**src/rtl/pwm_chan.sv**
```systemverilog
module pwm_chan #(
  parameter int PW   = 16,
  parameter int NTAP = 11,
  parameter int FW   = 8
) (
  input  logic                          clk,
  input  logic                          rst_n,
  input  logic                          chan_en,
  input  logic [$clog2(NTAP+2)-1:0]     clk_sel,
  input  logic [FW-1:0]                 diva_fac,
  input  logic [$clog2(NTAP)-1:0]       diva_tap,
  input  logic [FW-1:0]                 divb_fac,
  input  logic [$clog2(NTAP)-1:0]       divb_tap,
  input  logic [PW-1:0]                 period_in,
  input  logic [PW-1:0]                 duty_in,
  input  logic                          pol_in,
  input  logic                          center_in,
  output logic                          pwm_out,
  output logic                          period_end
);
  localparam int SW  = $clog2(NTAP+2);
  localparam int TW  = $clog2(NTAP);
  localparam int PRW = NTAP - 1;

  logic [PRW-1:0]  pre_cnt;
  logic [NTAP-1:0] tap_tick;
  logic [FW-1:0]   fac_a [2];
  logic [TW-1:0]   tap_a [2];
  logic [1:0]      div_tick;
  logic            tick;

  always_ff @(posedge clk or negedge rst_n)
    if (!rst_n) pre_cnt <= '0;
    else        pre_cnt <= pre_cnt + PRW'(1);

  for (genvar k = 0; k < NTAP; k++) begin : g_tap
    if (k == 0) begin : g_first
      assign tap_tick[k] = 1'b1;
    end else begin : g_rest
      assign tap_tick[k] = &pre_cnt[k-1:0];
    end
  end

  assign fac_a[0] = diva_fac;
  assign fac_a[1] = divb_fac;
  assign tap_a[0] = diva_tap;
  assign tap_a[1] = divb_tap;

  for (genvar d = 0; d < 2; d++) begin : g_div
    logic [FW-1:0] dcnt;
    logic          src;
    logic          last;
    assign src  = (tap_a[d] < TW'(NTAP)) ? tap_tick[tap_a[d]] : 1'b0;
    assign last = (fac_a[d] != '0) && (dcnt >= fac_a[d] - FW'(1));
    assign div_tick[d] = src && last;
    always_ff @(posedge clk or negedge rst_n)
      if (!rst_n)                dcnt <= '0;
      else if (fac_a[d] == '0)   dcnt <= '0;
      else if (src)              dcnt <= last ? '0 : dcnt + FW'(1);
  end

  always_comb begin
    if (clk_sel < SW'(NTAP))           tick = tap_tick[clk_sel];
    else if (clk_sel == SW'(NTAP))     tick = div_tick[0];
    else if (clk_sel == SW'(NTAP + 1)) tick = div_tick[1];
    else                               tick = 1'b0;
  end

  logic [PW-1:0] cnt, per_act, duty_act;
  logic          pol_act, ctr_act, dn;
  logic [PW:0]   cnt_inc;
  logic          top_hit, wrap, below;

  assign cnt_inc = {1'b0, cnt} + (PW+1)'(1);
  assign top_hit = cnt_inc >= {1'b0, per_act};
  assign wrap    = ctr_act ? (dn ? (cnt <= PW'(1)) : (per_act == '0)) : top_hit;
  assign below   = dn ? (cnt <= duty_act) : (cnt < duty_act);

  always_ff @(posedge clk or negedge rst_n) begin
    if (!rst_n) begin
      cnt <= '0; dn <= 1'b0; period_end <= 1'b0;
      per_act <= '0; duty_act <= '0; pol_act <= 1'b0; ctr_act <= 1'b0;
    end else if (!chan_en) begin
      cnt <= '0; dn <= 1'b0; period_end <= 1'b0;
      per_act <= period_in; duty_act <= duty_in;
      pol_act <= pol_in; ctr_act <= center_in;
    end else begin
      period_end <= 1'b0;
      if (tick) begin
        if (wrap) begin
          cnt <= '0; dn <= 1'b0; period_end <= 1'b1;
          per_act <= period_in; duty_act <= duty_in;
          pol_act <= pol_in; ctr_act <= center_in;
        end else if (ctr_act && !dn && top_hit) begin
          cnt <= per_act; dn <= 1'b1;
        end else if (dn) begin
          cnt <= cnt - PW'(1);
        end else begin
          cnt <= cnt_inc[PW-1:0];
        end
      end
    end
  end

  assign pwm_out = chan_en ? (below ? pol_act : ~pol_act) : pol_act;
endmodule

```
**config.mk**
```make
export PLATFORM = sky130hd
export DESIGN_NAME = pwm_chan
export DESIGN_NICKNAME = d
export VERILOG_FILES = /design/src/rtl/pwm_chan.sv
export SDC_FILE = /design/constraint.sdc
export NUM_CORES = 1
export LEC_CHECK = 0
export BUFFER_PORTS_ARGS = -buffer_cell sky130_fd_sc_hd__buf_2
export CAP_MARGIN = 20
export CORE_MARGIN = 2
export CORE_UTILIZATION = 50
export DETAILED_ROUTE_END_ITERATION = 8
export PLACE_DENSITY = 0.7
export SLEW_MARGIN = 20
export SYNTH_ARGS = -nofsm -noshare
export SYNTH_HDL_FRONTEND = slang
export SYNTH_SLANG_ARGS = --single-unit
export TNS_END_PERCENT = 1
```
**constraint.sdc**
```tcl
create_clock -name clk -period 4.3 [get_ports clk]
set_input_delay 0.645 -clock clk [delete_from_list [all_inputs] [get_ports clk]]
set_output_delay 0.645 -clock clk [all_outputs]
set_load 0.005 [all_outputs]
```
==> flow_metrics.py, run 1 <==
metrics = {
    "routing": {
        "drc": 0,
        "drt_iter0_drc": 292,
        "met3_length_um": 865,
        "wl_met1_mm": 6.38,
        "wl_per_cell_um": 16.6,
        "top_layer": "met4",
        "drt-total-wl_mm": 14.7,
        "first_pass_iters": 4,
        "via_per_inst": 5.97,
        "num_vias": 5304,
        "drtAntennaViolNets": 0,
        "wl_met2_mm": 7.25,
    },
    "outcome": {
        "status": "completed",
    },
    "global_routing": {
        "antenna_found_initial": 0,
        "grt_start_max_net_pins": 79,
        "grt_pass1_wl_mm": 24.6,
        "gr-total-overflow": 0,
        "grt_usage_pct": 23.6,
        "grt_pass1_vias": 5086,
    },
    "placement": {
        "dp_hpwl_mm": 11.3,
        "dp.cells": 871,
        "placed_cell_area_um2": 6530,
        "portBuffers": 66,
        "gp_congestion": 0.969,
    },
    "synthesis": {
        "synthArstFlopShare_pct": 100,
        "synth_xor_area_share_pct": 5.56,
        "yosys_warnings": 0,
        "synth_edf_count": 0,
        "yosysSeqAreaShare_pct": 32.6,
        "syn_inst": 665,
        "synth_area_um2": 5980,
        "synth_simple_gate_area_share_pct": 19.1,
        "netlist-cell-type-count": 68,
        "synth_top_family_by_area": "simple AND/OR/NAND/NOR gates",
        "synth-main-ff-cell": "dfrtp_1",
        "syn_nets": 789,
        "avgSynthCellArea_um2": 9.00,
        "ys_seq_elements": 78,
        "synthMuxAreaShare_pct": 8.95,
        "synthAdderAreaFrac_pct": 12.3,
        "synth_compound_gate_area_share_pct": 16.1,
    },
    "die": {
        "die_w_um": 113,
        "initial_utilization_pct": 51.7,
        "rows": 39,
        "boundaryPins": 67,
        "die_area_um2": 12900,
        "coreArea_um2": 11600,
        "chipHeight_um": 113,
    },
    "setup_path": {
        "worst_setup_path_end_kind": "register",
        "worstPathRequired_ns": 4.52,
        "rrSetupSlack_ns": 0.32,
        "critPathLaunchType": "register",
        "worstPathMaxFanout": 9,
        "cp.arrival_ns": 4.20,
        "critPathKind": "register to register",
    },
    "final_layout": {
        "synthToLayoutAreaGrowth_pct": 15.7,
        "fillers": 1032,
        "regArea_um2": 1950,
        "drive_gt1_share_pct": 19.6,
        "design_area_um2": 6920,
        "finalNetCount": 865,
        "final_core_util_pct": 59.8,
        "n_antenna_cell": 0,
        "layout.cells.non_filler": 889,
        "multiInputGateArea_um2": 3730,
    },
    "pwr": {
        "netSwitchingPower_w": 0.00150,
        "irDropWorstVdd_mv": 0.329,
        "pwr-share-comb_pct": 44.7,
        "switching_share_pct": 39.5,
        "p_per_area_nw_per_um2": 550,
        "seqPwrFrac_pct": 33.8,
        "leakagePower_nw": 3.30,
        "p_int_w": 0.00230,
        "clkPwrFrac_pct": 21.6,
    },
    "sta": {
        "fin_crit_sh_pct": 92.5,
        "hold_violations": 0,
        "tns_ns": 0,
        "fmax_ghz": 0.252,
        "final-setup-viol-count": 0,
        "drv_slew": 0,
        "worst_pin_slew_ns": 0.702,
        "finalCriticalPeriod_ns": 3.98,
        "relSlewSlack_pct": 53.2,
        "hold_slack_ns": 0.343,
        "rsz0062_at_grt": "false",
        "clock-skew-final_ns": 0.00696,
    },
    "cts": {
        "tritoncts": "built",
        "cts_hold_buf": 0,
        "cts-root-buf": "clkbuf_16",
        "clk_latency_ns": 0.34,
        "clockBufferDepth": 2,
        "path_clk_slew_ns": 0.06,
        "cts_sinks": 78,
        "cts_inserted_buffers": 9,
        "htreeDepth": 3,
    },
    "flow_run": {
        "maxCapViolCount": 0,
    },
    "hold_path": {
        "min_path_type": "input pin to asynchronous set/reset pin",
    },
}
cell families after synthesis:
family,after synthesis
AO/OA/AOI/OAI,136
XOR/XNOR,38
adder cells (fa/ha/maj),59
buffers and inverters,78
flip-flops,78
multiplexers,49
AND/OR/NAND/NOR,227
metal layers:
layer	track usage (%)	up-vias
li1	-	2590
met1	30.6	2502
met2	41.0	186
met3	3.77	26
met4	6.67	0
met5	0	-
critical path: stages (launching register included):
cell and delay, ns:
dfrtp_1 0.50, nand3_1 0.18, or2_2 0.41, nor2_2 0.20, nand3_1 0.11, xnor2_1 0.22
ha_1 0.29, a21oi_1 0.26, o211ai_1 0.14, nand3_1 0.14, nand2_1 0.12, o41ai_4 0.43
buf_4 0.25, nand2_1 0.22, o32ai_1 0.38
power groups by stage:
stage	sequential, W	combinational [W]	clock [W]
global placement	0.00128	0.00157	0
CTS	0.00128	0.00165	0.000837
finish	0.00129	0.00170	0.000821
floorplan	0.00115	0.00129	0
detailed placement	0.00129	0.00164	0
global route	0.00132	0.00191	0.000869
synthesized netlist by cell type (4+ instances only):
cell | count | area, um2
dfrtp_1 | 78 | 1950
ha_1 | 59 | 738
inv_1 | 55 | 206
nor2_1 | 51 | 191
nand2_1 | 49 | 184
o21ai_0 | 31 | 155
mux2_2 | 30 | 338
a21oi_1 | 27 | 135
nand3_1 | 26 | 130
xnor2_1 | 26 | 228
nand4_1 | 21 | 131
nor3_1 | 20 | 100
clkbuf_1 | 17 | 63.8
mux2i_1 | 13 | 130
xor2_1 | 12 | 105
nor4_1 | 11 | 68.8
a31oi_1 | 8 | 50.1
nor2b_1 | 8 | 50.1
a21o_1 | 6 | 45.0
mux2_1 | 6 | 67.6
nand2b_1 | 6 | 37.5
o211ai_1 | 6 | 45.0
or3_1 | 6 | 37.5
a32o_1 | 5 | 50.1
and3_1 | 5 | 31.3
o2111ai_1 | 5 | 43.8
o221ai_1 | 5 | 43.8
and2_1 | 4 | 25.0
nand3b_1 | 4 | 30.0
o31ai_1 | 4 | 30.0
or2_2 | 4 | 25.0
sequential cells by signal, indices dropped and copies added, names as in the netlist:
name and count:
per_act 16, g_div.dcnt 16, dn 1, ctr_act 1, cnt 16, pre_cnt 10
period_end 1, pol_act 1, duty_act 16
timing repair:
item,4_1_cts,5_1_grt
resized for setup,0,3
endpoints found under the setup margin,0,22
setup buffers,0,1
per-stage QoR:
step | setup WS [ns] | total power (W)
5_1_grt | 0.0640 | 0.00410
6_report | 0.325 | 0.00381
3_5_place_dp | 0.130 | 0.00293
2_1_floorplan | 0.506 | 0.00244
4_1_cts | 0.120 | 0.00377
3_3_place_gp | 0.288 | 0.00286
path summary, 6_finish.rpt:
path | startpoint | endpoint | depth (start not counted)
hold reg to reg | pre_cnt[9] | pre_cnt[9] | 1
max in group asynchronous | rst_n | g_div[1].dcnt[6] | 1
min in group clk | pre_cnt[9] | pre_cnt[9] | 1
setup reg to reg | cnt[3] | cnt[0] | 14
hold / removal | rst_n | per_act[4] | 1
setup / recovery | cnt[3] | cnt[0] | 14
layout make-up:
| cell class | count | area share [%] |
|---|---|---|
| inverters | 55 | 2.98 |
| well taps | 143 | 2.59 |
| clock buffers | 9 | 3.25 |
| multi-input cells | 509 | 53.8 |
| clock inverters | 7 | 1.41 |
| flip-flops and latches | 78 | 28.2 |
| repair buffers | 88 | 7.72 |
cell usage in the layout (no fill, tap or decap), drive strengths merged, types with 21 or more instances in the layout:
cell type,count
a21oi,28
buf,88
dfrtp,78
ha,59
inv,56
mux2,36
nand2,49
nand3,26
nand4,21
nor2,51
o21ai,32
xnor2,26
Note: power is estimated with default switching activity, not from simulation.
==> inputs of run 2 (changes only) <==
--- a/config.mk
+++ b/config.mk
@@ -11,6 +11,7 @@
 export CORE_UTILIZATION = 50
 export DETAILED_ROUTE_END_ITERATION = 8
 export PLACE_DENSITY = 0.7
+export SETUP_SLACK_MARGIN = 0.5
 export SLEW_MARGIN = 20
 export SYNTH_ARGS = -nofsm -noshare
 export SYNTH_HDL_FRONTEND = slang
==> flow_metrics.py, run 2 (synthesized netlist as in run 1, its figures left out) <==
metrics = {
    "sta": {
        "tns_ns": 0,
        "relSlewSlack_pct": 53.3,
        "clock-skew-final_ns": 0.00712,
        "final-setup-viol-count": 0,
        "rsz0062_at_grt": "false",
        "hold_violations": 0,
        "fmax_ghz": 0.280,
        "drv_slew": 0,
        "fin_crit_sh_pct": 83.0,
        "worst_pin_slew_ns": 0.700,
        "finalCriticalPeriod_ns": 3.57,
    },
    "setup_path": {
        "worstPathRequired_ns": 4.57,
        "rrSetupSlack_ns": 0.73,
        "cpMaxStageDelayCell": "dfrtp_2",
        "path_cells": "buf_4, nand3_1, or2_2, nor2_1, xor2_1, ha_1, nand2_1, o21ai_0, a32oi_1, nand2_1, o41ai_4, buf_4, and2_1, a32o_1",
        "critPathLaunchType": "register",
        "critPathKind": "register to register",
        "worst_setup_path_end_kind": "register",
        "cp_top_family": "simple AND/OR/NAND/NOR gates",
        "cp.buffers_inverters": 2,
        "worstPathMaxFanout": 9,
        "slowest_delay_ns": 0.43,
        "cp.arrival_ns": 3.83,
    },
    "pwr": {
        "leakagePower_nw": 3.32,
        "p_per_area_nw_per_um2": 551,
        "irDropWorstVdd_mv": 0.332,
    },
    "die": {
        "initial_utilization_pct": 51.7,
        "die_w_um": 113,
        "die_area_um2": 12900,
        "boundaryPins": 67,
        "rows": 39,
        "chipHeight_um": 113,
        "coreArea_um2": 11600,
    },
    "final_layout": {
        "multiInputGateArea_um2": 3780,
        "final_core_util_pct": 60.4,
        "synthToLayoutAreaGrowth_pct": 16.8,
        "fillers": 1026,
        "layout_common_cells": "75 x dfrtp_1, 65 x buf_2, 59 x ha_1",
        "n_antenna_cell": 0,
        "layout_commonest_cell": "dfrtp_1",
        "regArea_um2": 1960,
        "finalNetCount": 868,
        "drive_gt1_share_pct": 20.8,
    },
    "cts": {
        "cts_hold_buf": 0,
        "clk_latency_ns": 0.34,
        "cts_sinks": 78,
        "htreeDepth": 3,
        "cts-root-buf": "clkbuf_16",
        "clockBufferDepth": 2,
        "tritoncts": "built",
        "cts_inserted_buffers": 9,
        "path_clk_slew_ns": 0.06,
    },
    "global_routing": {
        "grt_use_met3_pct": 4.41,
        "grt_pass1_wl_mm": 25.1,
        "gr-max-usage-layer": "met2",
        "grt_usage_pct": 24.2,
        "grt_start_max_net_pins": 79,
        "antenna_found_initial": 0,
        "met1_usage_pct": 31.2,
        "grtUsageMet2_pct": 41.4,
        "gr-total-overflow": 0,
        "grt_pass1_vias": 5169,
    },
    "routing": {
        "wl_per_cell_um": 16.8,
        "drc": 0,
        "drtAntennaViolNets": 0,
        "drt-total-wl_mm": 15.0,
        "num_vias": 5351,
        "via_per_inst": 6.00,
        "first_pass_iters": 5,
        "drt_iter0_drc": 287,
    },
    "flow_run": {
        "maxCapViolCount": 0,
    },
    "placement": {
        "gp_congestion": 0.969,
        "dp_hpwl_mm": 11.3,
        "portBuffers": 66,
    },
    "outcome": {
        "status": "completed",
    },
    "hold_path": {
        "min_path_type": "input pin to asynchronous set/reset pin",
    },
}
run 2: changes by cell type in the layout (fill, tap and decap cells not counted), sizes merged:
cell,change
buf,+2
a21oi,+1
run 2: what timing repair did:
| action | 4_1_cts | 5_1_grt |
|---|---|---|
| setup buffers | 3 | 1 |
| endpoints found under the setup margin | 50 | 51 |
| gates resized for setup | 3 | 13 |
| gates cloned | 1 | 0 |
| pin swaps | 1 | 0 |
run 2: metrics by stage:
step	hold WS, ns	instance area, um2	power, W	worst slack (ns)	std cells
floorplan	0.349	5980	0.00244	0.506	665
global placement	0.483	6530	0.00286	0.288	871
CTS	0.505	6920	0.00383	0.327	891
global route	0.417	6990	0.00415	0.533	892
finish	0.345	6990	0.00385	0.733	892
detailed placement	0.492	6530	0.00293	0.130	871
run 2: worst register-to-register path, cell delays in order (launching register included):
cell	delay (ns)
dfrtp_2	0.43
buf_4	0.17
nand3_1	0.13
or2_2	0.33
nor2_1	0.12
xor2_1	0.29
ha_1	0.30
nand2_1	0.07
o21ai_0	0.10
a32oi_1	0.27
nand2_1	0.15
o41ai_4	0.29
buf_4	0.24
and2_1	0.35
a32o_1	0.25
run 2: power by group:
group	total [W]	internal, W	switching, W	leakage, nW
logic	0.00174	0.000826	0.000918	2.19
clock network	0.000821	0.000510	0.000311	0.152
registers	0.00129	0.000986	0.000301	0.979
total	0.00385	0.00232	0.00153	3.32
run 2: routing by layer:
metal	vias up	wire, um	part of all wire, %
met5	-	0	0
met4	0	267	1.8
met3	25	813	5.4
met2	194	7350	49
met1	2530	6530	44
li1	2602	-	-
run 2: final cells by class:
class / count / share of cell area, %
clock buffers: 9 / 3.22
clock inverters: 7 / 1.40
inverters: 55 / 2.95
multi-input cells: 510 / 54.1
flip-flops and latches: 78 / 28.0
well taps: 143 / 2.56
repair buffers: 90 / 7.81
run 2: final timing paths:
check / startpoint / end / depth (start not counted)
setup / recovery: cnt[2] / cnt[8] / 14
hold / removal: rst_n / per_act[4] / 1
setup reg to reg: cnt[2] / cnt[8] / 14
hold reg to reg: pre_cnt[9] / pre_cnt[9] / 1
max in group asynchronous: rst_n / cnt[6] / 1
min in group clk: pre_cnt[9] / pre_cnt[9] / 1
